File: src/rtl/regbank_pkg.sv
package regbank_pkg;

    localparam int WIN_W   = 12;
    localparam int IDX_W   = WIN_W - 2;
    localparam int DATA_W  = 32;
    localparam int N_SDRAM = 4;
    localparam int N_ERR   = 5;
    localparam int N_ECC   = 5;
    localparam int N_SYNC  = 2;
    localparam int N_FIXED_SLOTS = 5;
    localparam int N_SLOT  = N_FIXED_SLOTS + N_SDRAM;
    localparam int SLOT_W  = $clog2(N_SLOT);

    typedef logic [IDX_W-1:0]  widx_t;
    typedef logic [DATA_W-1:0] word_t;

    localparam widx_t IDX_CPU_CFG  = 10'h000;
    localparam widx_t IDX_CMD_A    = 10'h010;
    localparam widx_t IDX_CMD_B    = 10'h011;
    localparam widx_t IDX_CFG_ADDR = 10'h020;
    localparam widx_t IDX_CFG_DATA = 10'h021;
    localparam widx_t IDX_BANK0    = 10'h030;
    localparam widx_t IDX_ERR0     = 10'h040;
    localparam widx_t IDX_ECC0     = 10'h050;
    localparam widx_t IDX_SYNC0    = 10'h060;

    localparam word_t CMD_MASK   = 32'h0401_FC0F;
    localparam word_t CFGA_MASK  = 32'h80FF_FFFC;
    localparam word_t SYNC_WORD  = 32'hC000_FFEE;
    localparam word_t BANK_RESET = 32'h0000_0005;

    typedef enum logic [1:0] {
        RD_ZERO,
        RD_STORED,
        RD_CONST
    } rd_src_e;

    typedef struct packed {
        rd_src_e           src;
        logic [SLOT_W-1:0] slot;
        word_t             konst;
    } rd_sel_t;

    function automatic widx_t slot_idx(input int s);
        case (s)
            0:       return IDX_CPU_CFG;
            1:       return IDX_CMD_A;
            2:       return IDX_CMD_B;
            3:       return IDX_CFG_ADDR;
            4:       return IDX_CFG_DATA;
            default: return widx_t'(int'(IDX_BANK0) + s - N_FIXED_SLOTS);
        endcase
    endfunction

    function automatic word_t slot_mask(input int s);
        case (s)
            1, 2:    return CMD_MASK;
            3:       return CFGA_MASK;
            default: return '1;
        endcase
    endfunction

    function automatic word_t slot_reset(input int s, input bit be);
        case (s)
            0:       return be ? 32'h0 : 32'h0000_0800;
            1, 2:    return be ? 32'h0 : 32'h0001_0001;
            3, 4:    return 32'h0;
            default: return BANK_RESET;
        endcase
    endfunction

    function automatic word_t err_value(input int k);
        case (k)
            2, 3:    return 32'hFFFF_FFFF;
            4:       return 32'h0000_00FF;
            default: return 32'h0;
        endcase
    endfunction

    function automatic word_t byte_rev(input word_t w);
        return {w[7:0], w[15:8], w[23:16], w[31:24]};
    endfunction

    function automatic word_t host_order(input word_t w, input bit be);
        return be ? byte_rev(w) : w;
    endfunction

    function automatic bit in_range(input widx_t i, input widx_t base, input int n);
        return (int'(i) >= int'(base)) && (int'(i) < int'(base) + n);
    endfunction

    function automatic bit is_mapped(input widx_t i);
        return (i == IDX_CPU_CFG) || (i == IDX_CMD_A) || (i == IDX_CMD_B) ||
               (i == IDX_CFG_ADDR) || (i == IDX_CFG_DATA) ||
               in_range(i, IDX_BANK0, N_SDRAM) || in_range(i, IDX_ERR0, N_ERR) ||
               in_range(i, IDX_ECC0, N_ECC) || in_range(i, IDX_SYNC0, N_SYNC);
    endfunction

endpackage

File: src/rtl/regbank_wdec.sv
module regbank_wdec
    import regbank_pkg::*;
(
    input  logic              wr_en,
    input  widx_t             word_idx,
    output logic [N_SLOT-1:0] wr_hit
);
    for (genvar s = 0; s < N_SLOT; s++) begin : g_hit
        assign wr_hit[s] = wr_en && (word_idx == slot_idx(s));
    end
endmodule

File: src/rtl/regbank_slots.sv
module regbank_slots
    import regbank_pkg::*;
#(
    parameter bit BIG_ENDIAN = 1'b0
) (
    input  logic                          clk,
    input  logic                          rst,
    input  logic [N_SLOT-1:0]             wr_hit,
    input  word_t                         wdata,
    output logic [N_SLOT-1:0][DATA_W-1:0] slot_q
);
    for (genvar s = 0; s < N_SLOT; s++) begin : g_slot
        localparam word_t MASK  = slot_mask(s);
        localparam word_t RESET = slot_reset(s, BIG_ENDIAN);
        always_ff @(posedge clk) begin
            if (rst) begin
                slot_q[s] <= RESET;
            end else if (wr_hit[s]) begin
                slot_q[s] <= wdata & MASK;
            end
        end
    end
endmodule

File: src/rtl/regbank_rdpath.sv
module regbank_rdpath
    import regbank_pkg::*;
#(
    parameter bit BIG_ENDIAN = 1'b0
) (
    input  logic                          clk,
    input  logic                          rst,
    input  logic                          rd_en,
    input  widx_t                         word_idx,
    input  logic [N_SLOT-1:0][DATA_W-1:0] slot_q,
    output word_t                         rd_data,
    output logic                          rd_valid
);
    rd_sel_t sel;
    word_t   raw;
    word_t   host_word;

    always_comb begin
        sel = '{src: RD_ZERO, slot: '0, konst: '0};
        for (int s = 0; s < N_SLOT; s++) begin
            if (word_idx == slot_idx(s)) begin
                sel.src  = RD_STORED;
                sel.slot = SLOT_W'(s);
            end
        end
        for (int k = 0; k < N_ERR; k++) begin
            if (word_idx == widx_t'(int'(IDX_ERR0) + k)) begin
                sel.src   = RD_CONST;
                sel.konst = err_value(k);
            end
        end
        for (int k = 0; k < N_ECC; k++) begin
            if (word_idx == widx_t'(int'(IDX_ECC0) + k)) begin
                sel.src   = RD_CONST;
                sel.konst = '0;
            end
        end
        for (int k = 0; k < N_SYNC; k++) begin
            if (word_idx == widx_t'(int'(IDX_SYNC0) + k)) begin
                sel.src   = RD_CONST;
                sel.konst = SYNC_WORD;
            end
        end
    end

    always_comb begin
        case (sel.src)
            RD_STORED: raw = slot_q[sel.slot];
            RD_CONST:  raw = sel.konst;
            default:   raw = '0;
        endcase
    end

    if (BIG_ENDIAN) begin : g_swap
        assign host_word = byte_rev(raw);
    end else begin : g_pass
        assign host_word = raw;
    end

    always_ff @(posedge clk) begin
        if (rst) begin
            rd_data  <= '0;
            rd_valid <= 1'b0;
        end else begin
            rd_valid <= rd_en;
            if (rd_en) begin
                rd_data <= host_word;
            end
        end
    end
endmodule

File: src/rtl/regbank_ctrl.sv
module regbank_ctrl
    import regbank_pkg::*;
#(
    parameter bit BIG_ENDIAN = 1'b0
) (
    input  logic              clk,
    input  logic              rst,
    input  logic              wr_en,
    input  logic              rd_en,
    input  logic [IDX_W-1:0]  word_idx,
    input  logic [DATA_W-1:0] wdata,
    output logic [DATA_W-1:0] rd_data,
    output logic              rd_valid
);
    logic [N_SLOT-1:0]             wr_hit;
    logic [N_SLOT-1:0][DATA_W-1:0] slot_q;

    regbank_wdec u_wdec (
        .wr_en    (wr_en),
        .word_idx (word_idx),
        .wr_hit   (wr_hit)
    );

    regbank_slots #(.BIG_ENDIAN(BIG_ENDIAN)) u_slots (
        .clk    (clk),
        .rst    (rst),
        .wr_hit (wr_hit),
        .wdata  (wdata),
        .slot_q (slot_q)
    );

    regbank_rdpath #(.BIG_ENDIAN(BIG_ENDIAN)) u_rdpath (
        .clk      (clk),
        .rst      (rst),
        .rd_en    (rd_en),
        .word_idx (word_idx),
        .slot_q   (slot_q),
        .rd_data  (rd_data),
        .rd_valid (rd_valid)
    );
endmodule

File: config.mk
export PLATFORM = sky130hd
export DESIGN_NAME = regbank_ctrl
export DESIGN_NICKNAME = d
export VERILOG_FILES = /design/src/rtl/regbank_pkg.sv /design/src/rtl/regbank_wdec.sv /design/src/rtl/regbank_slots.sv /design/src/rtl/regbank_rdpath.sv /design/src/rtl/regbank_ctrl.sv
export SDC_FILE = /design/constraint.sdc
export NUM_CORES = 1
export LEC_CHECK = 0
export ABC_AREA = 1
export CAP_MARGIN = 30
export CORE_ASPECT_RATIO = 1.75
export CORE_UTILIZATION = 57
export DETAILED_ROUTE_END_ITERATION = 6
export DONT_BUFFER_PORTS = 1
export PLACE_DENSITY = 0.73
export SKIP_CTS_REPAIR_TIMING = 1
export SLEW_MARGIN = 20
export SYNTH_ARGS = -nofsm -noshare
export SYNTH_HDL_FRONTEND = slang
export SYNTH_SLANG_ARGS = --single-unit
File: constraint.sdc
create_clock -name clk -period 2.95 [get_ports clk]
set_input_delay 0.59 -clock clk [delete_from_list [all_inputs] [get_ports clk]]
set_output_delay 0.59 -clock clk [all_outputs]
set_load 0.05 [all_outputs]
==> qor.txt <==
fmax = 448 MHz
synthesis-to-finish area growth = 9.21%
Max Cap Violations = 0
initial antenna violation count = 0
power per cell area = 565 nW/um2
clock buffer depth = 3
Post-Place Setup Slack = 0.225 ns
internal power = 5960 uW
CTS tree = yes
placer congestion estimate = 0.950
gr usage total = 0.326
Fin. Hold Viols = 0
Sequential Power Share = 0.489
Slew @ Worst Pin = 1.01 ns
Setup-failing EPs final = 0
RSZ-0062 raised after global routing = no
remaining antenna violation count = 0
CTS root buf = clkbuf_16
Nets = 1747
crit path time final = 2.23 ns
Seq/Total Area, Yosys = 0.446
Syn. warnings = 0
die area = 22000 um2
Max Slew Vio Count = 0
core area = 20900 um2
Total Neg Setup Slack = 0 ns
via count = 11.4k
gr ovfl total = 0
share of post-route cells with drive strength above 1 = 0.0681
DRT Pass-1 Iters = 5
H-tree levels = 1
Net Sw Frac = 0.207
Static Leak = 0.00522 uW
Worst-path clk slew = 0.07 ns
P_sw = 1560 uW
1st-iter DRT viols = 1016
Die X = 113 um
Final period util = 0.757
WP data arrival = 2.70 ns
hold crit path type = input pin to flop
sequential cell area = 5450 um2
#FFs+latches synth = 272
clock power share = 0.489
Crit. End Element = flop
slack of the critical path = 0.717 ns
DR WL/cell = 17.9 um
first-pass GRT wire length = 57000 um
synthesized area per cell = 6.95 um2
multi-input logic area = 5440 um2
syn nets = 1803
DR DRC count = 0
Clock Latency Late Sink = 0.53 ns
Starting Density = 0.583
Pwr Total = 7520 uW
Combinational Power Share = 0.022
CTS Buf Count = 26
die height = 196 um
Worst Path Max Fanout = 31
final instance area = 13300 um2
clock skew = 0.0104 ns
# IOs = 79
placed wire-length estimate = 22200 um
placed cell area = 12400 um2
Syn Std Cell Area = 12200 um2
crit start category = input pin
vias in the first global route = 10.9k
Syn Inst Count = 1755
Slew headroom = 0.328
largest net degree at the start of global routing = 126
final wirelength = 35200 um
peak supply drop = 571 uV
critical setup path kind = input pin to flop
CTS Sinks = 272
Filler Cells Inserted = 1927
DR vias/cell = 5.78
status = completed
Finished Core Util = 0.637
# diodes = 0
Core Rows = 70
PortBufs = 0
WP data required = 3.41 ns
synth unique cells = 30
layout make-up:
| type | instances | share of cell area |
|---|---|---|
| inverter | 202 | 0.0571 |
| tap | 252 | 0.0237 |
| clock buffer | 37 | 0.0603 |
| clock inverter | 10 | 0.0119 |
| multi-input combinational | 1155 | 0.408 |
| timing repair buffer | 42 | 0.0302 |
| sequential | 272 | 0.409 |
stage by stage:
stage,cells,hold WS [ns]
2_1_floorplan,1755,0.420
3_3_place_gp,1923,0.428
3_5_place_dp,1923,0.431
4_1_cts,1970,0.110
5_1_grt,1970,0.0986
6_report,1970,0.116
power by group through the flow:
| stage | Combinational [uW] | Clock, uW | Sequential (uW) |
|---|---|---|---|
| after floorplan | 138 | 0 | 3760 |
| after global placement | 164 | 0 | 3760 |
| after detailed placement | 166 | 0 | 3760 |
| after CTS | 166 | 3720 | 3680 |
| after global routing | 191 | 3890 | 3680 |
| final | 168 | 3680 | 3680 |
synthesized netlist by cell type:
cell type / n / area [um2]
nor2_4: 3 / 33.8
nand3b_1: 2 / 15.0
clkinv_1: 2 / 7.51
o2bb2ai_1: 1 / 8.76
nor2_1: 95 / 357
nand2_4: 1 / 11.3
dfxtp_1: 272 / 5450
a21oi_1: 228 / 1140
ha_1: 2 / 25.0
nand2_2: 6 / 37.5
nor2_2: 4 / 25.0
inv_2: 7 / 26.3
a21o_1: 1 / 7.51
nand3_2: 1 / 10.0
o21ai_0: 251 / 1260
o211ai_4: 1 / 21.3
buf_2: 21 / 105
o21ai_1: 20 / 100
inv_1: 193 / 724
buf_1: 5 / 18.8
o2111ai_1: 2 / 17.5
clkbuf_1: 87 / 327
buf_6: 7 / 78.8
nand2_1: 326 / 1220
nand4_1: 9 / 56.3
nand3_1: 170 / 851
nor3_1: 3 / 15.0
o211ai_1: 27 / 203
nor4_1: 2 / 12.5
buf_4: 6 / 45.0
sequential cells by signal, summed over array words and instances, names as in the netlist:
register,cells
u_rdpath.rd_valid,1
u_rdpath.rd_data,32
u_slots.slot_q,239
layer usage:
layer,wire length [um],vias up,part of all wire,GRT usage
li1,-,5635,-,-
met2,17100,440,0.49,0.568
met4,1700,0,0.048,0.161
met3,2630,112,0.075,0.0525
met1,13800,5209,0.39,0.385
met5,0,-,0,0
worst max-delay path: stages:
cell      delay, ns
nor2_4         0.19
inv_2          0.12
nor2_4         0.16
o211ai_4       0.10
nand2_2        0.17
buf_4          0.39
nand2_2        0.31
o211ai_1       0.26
nand3_1        0.14
nand2_1        0.08
nand2_1        0.04
a21oi_1        0.12
kinds of logic after synthesis:
group	Yosys count	share of synthesized area
simple gates	622	0.217
compound gates	531	0.226
buf+inv	328	0.109
flops	272	0.446
fa+ha+maj	2	0.00205
worst paths after layout:
kind | start | end | slack [ns] | depth (start not counted)
setup / recovery | word_idx[9] | u_rdpath.rd_data[6]$_SDFFE_PP0P_ | 0.72 | 12
hold reg to reg | u_slots.slot_q[264]$_SDFFE_PP0P_ | u_slots.slot_q[264]$_SDFFE_PP0P_ | 0.44 | 2
setup reg to reg | u_slots.slot_q[132]$_SDFFE_PP0P_ | u_rdpath.rd_data[4]$_SDFFE_PP0P_ | 1.57 | 8
hold / removal | rst | u_rdpath.rd_data[22]$_SDFFE_PP0P_ | 0.12 | 1
cells in the final DEF (no fill, tap or decap):
| master | netlist | layout |
|---|---|---|
| clkinvlp_4 | 0 | 1 |
| inv_1 | 193 | 192 |
| clkbuf_16 | 0 | 27 |
| buf_4 | 6 | 35 |
| inv_4 | 0 | 1 |
| nand3_2 | 1 | 2 |
| nor2_1 | 95 | 93 |
| o2111ai_1 | 2 | 2 |
| o2bb2ai_1 | 1 | 1 |
| dfxtp_1 | 272 | 272 |
| nor2_4 | 3 | 3 |
| nor4_1 | 2 | 2 |
| inv_2 | 7 | 7 |
| bufinv_16 | 0 | 4 |
| nand4_1 | 9 | 9 |
| inv_8 | 0 | 1 |
| o211ai_4 | 1 | 1 |
| nand2_1 | 326 | 324 |
| clkbuf_1 | 87 | 1 |
| o211ai_1 | 27 | 27 |
| nand3_1 | 170 | 169 |
| clkinv_2 | 0 | 4 |
| nand2_4 | 1 | 1 |
| o21ai_1 | 20 | 20 |
| buf_12 | 0 | 7 |
| nor3_1 | 3 | 3 |
| nand3b_1 | 2 | 2 |
| a21o_1 | 1 | 1 |
| nand2_2 | 6 | 8 |
| ha_1 | 2 | 2 |
| a21oi_1 | 228 | 228 |
| o21ai_0 | 251 | 251 |
| clkbuf_8 | 0 | 9 |
| nor2_2 | 4 | 6 |
| clkinv_1 | 2 | 2 |
Note: power is estimated with default switching activity, not from simulation.
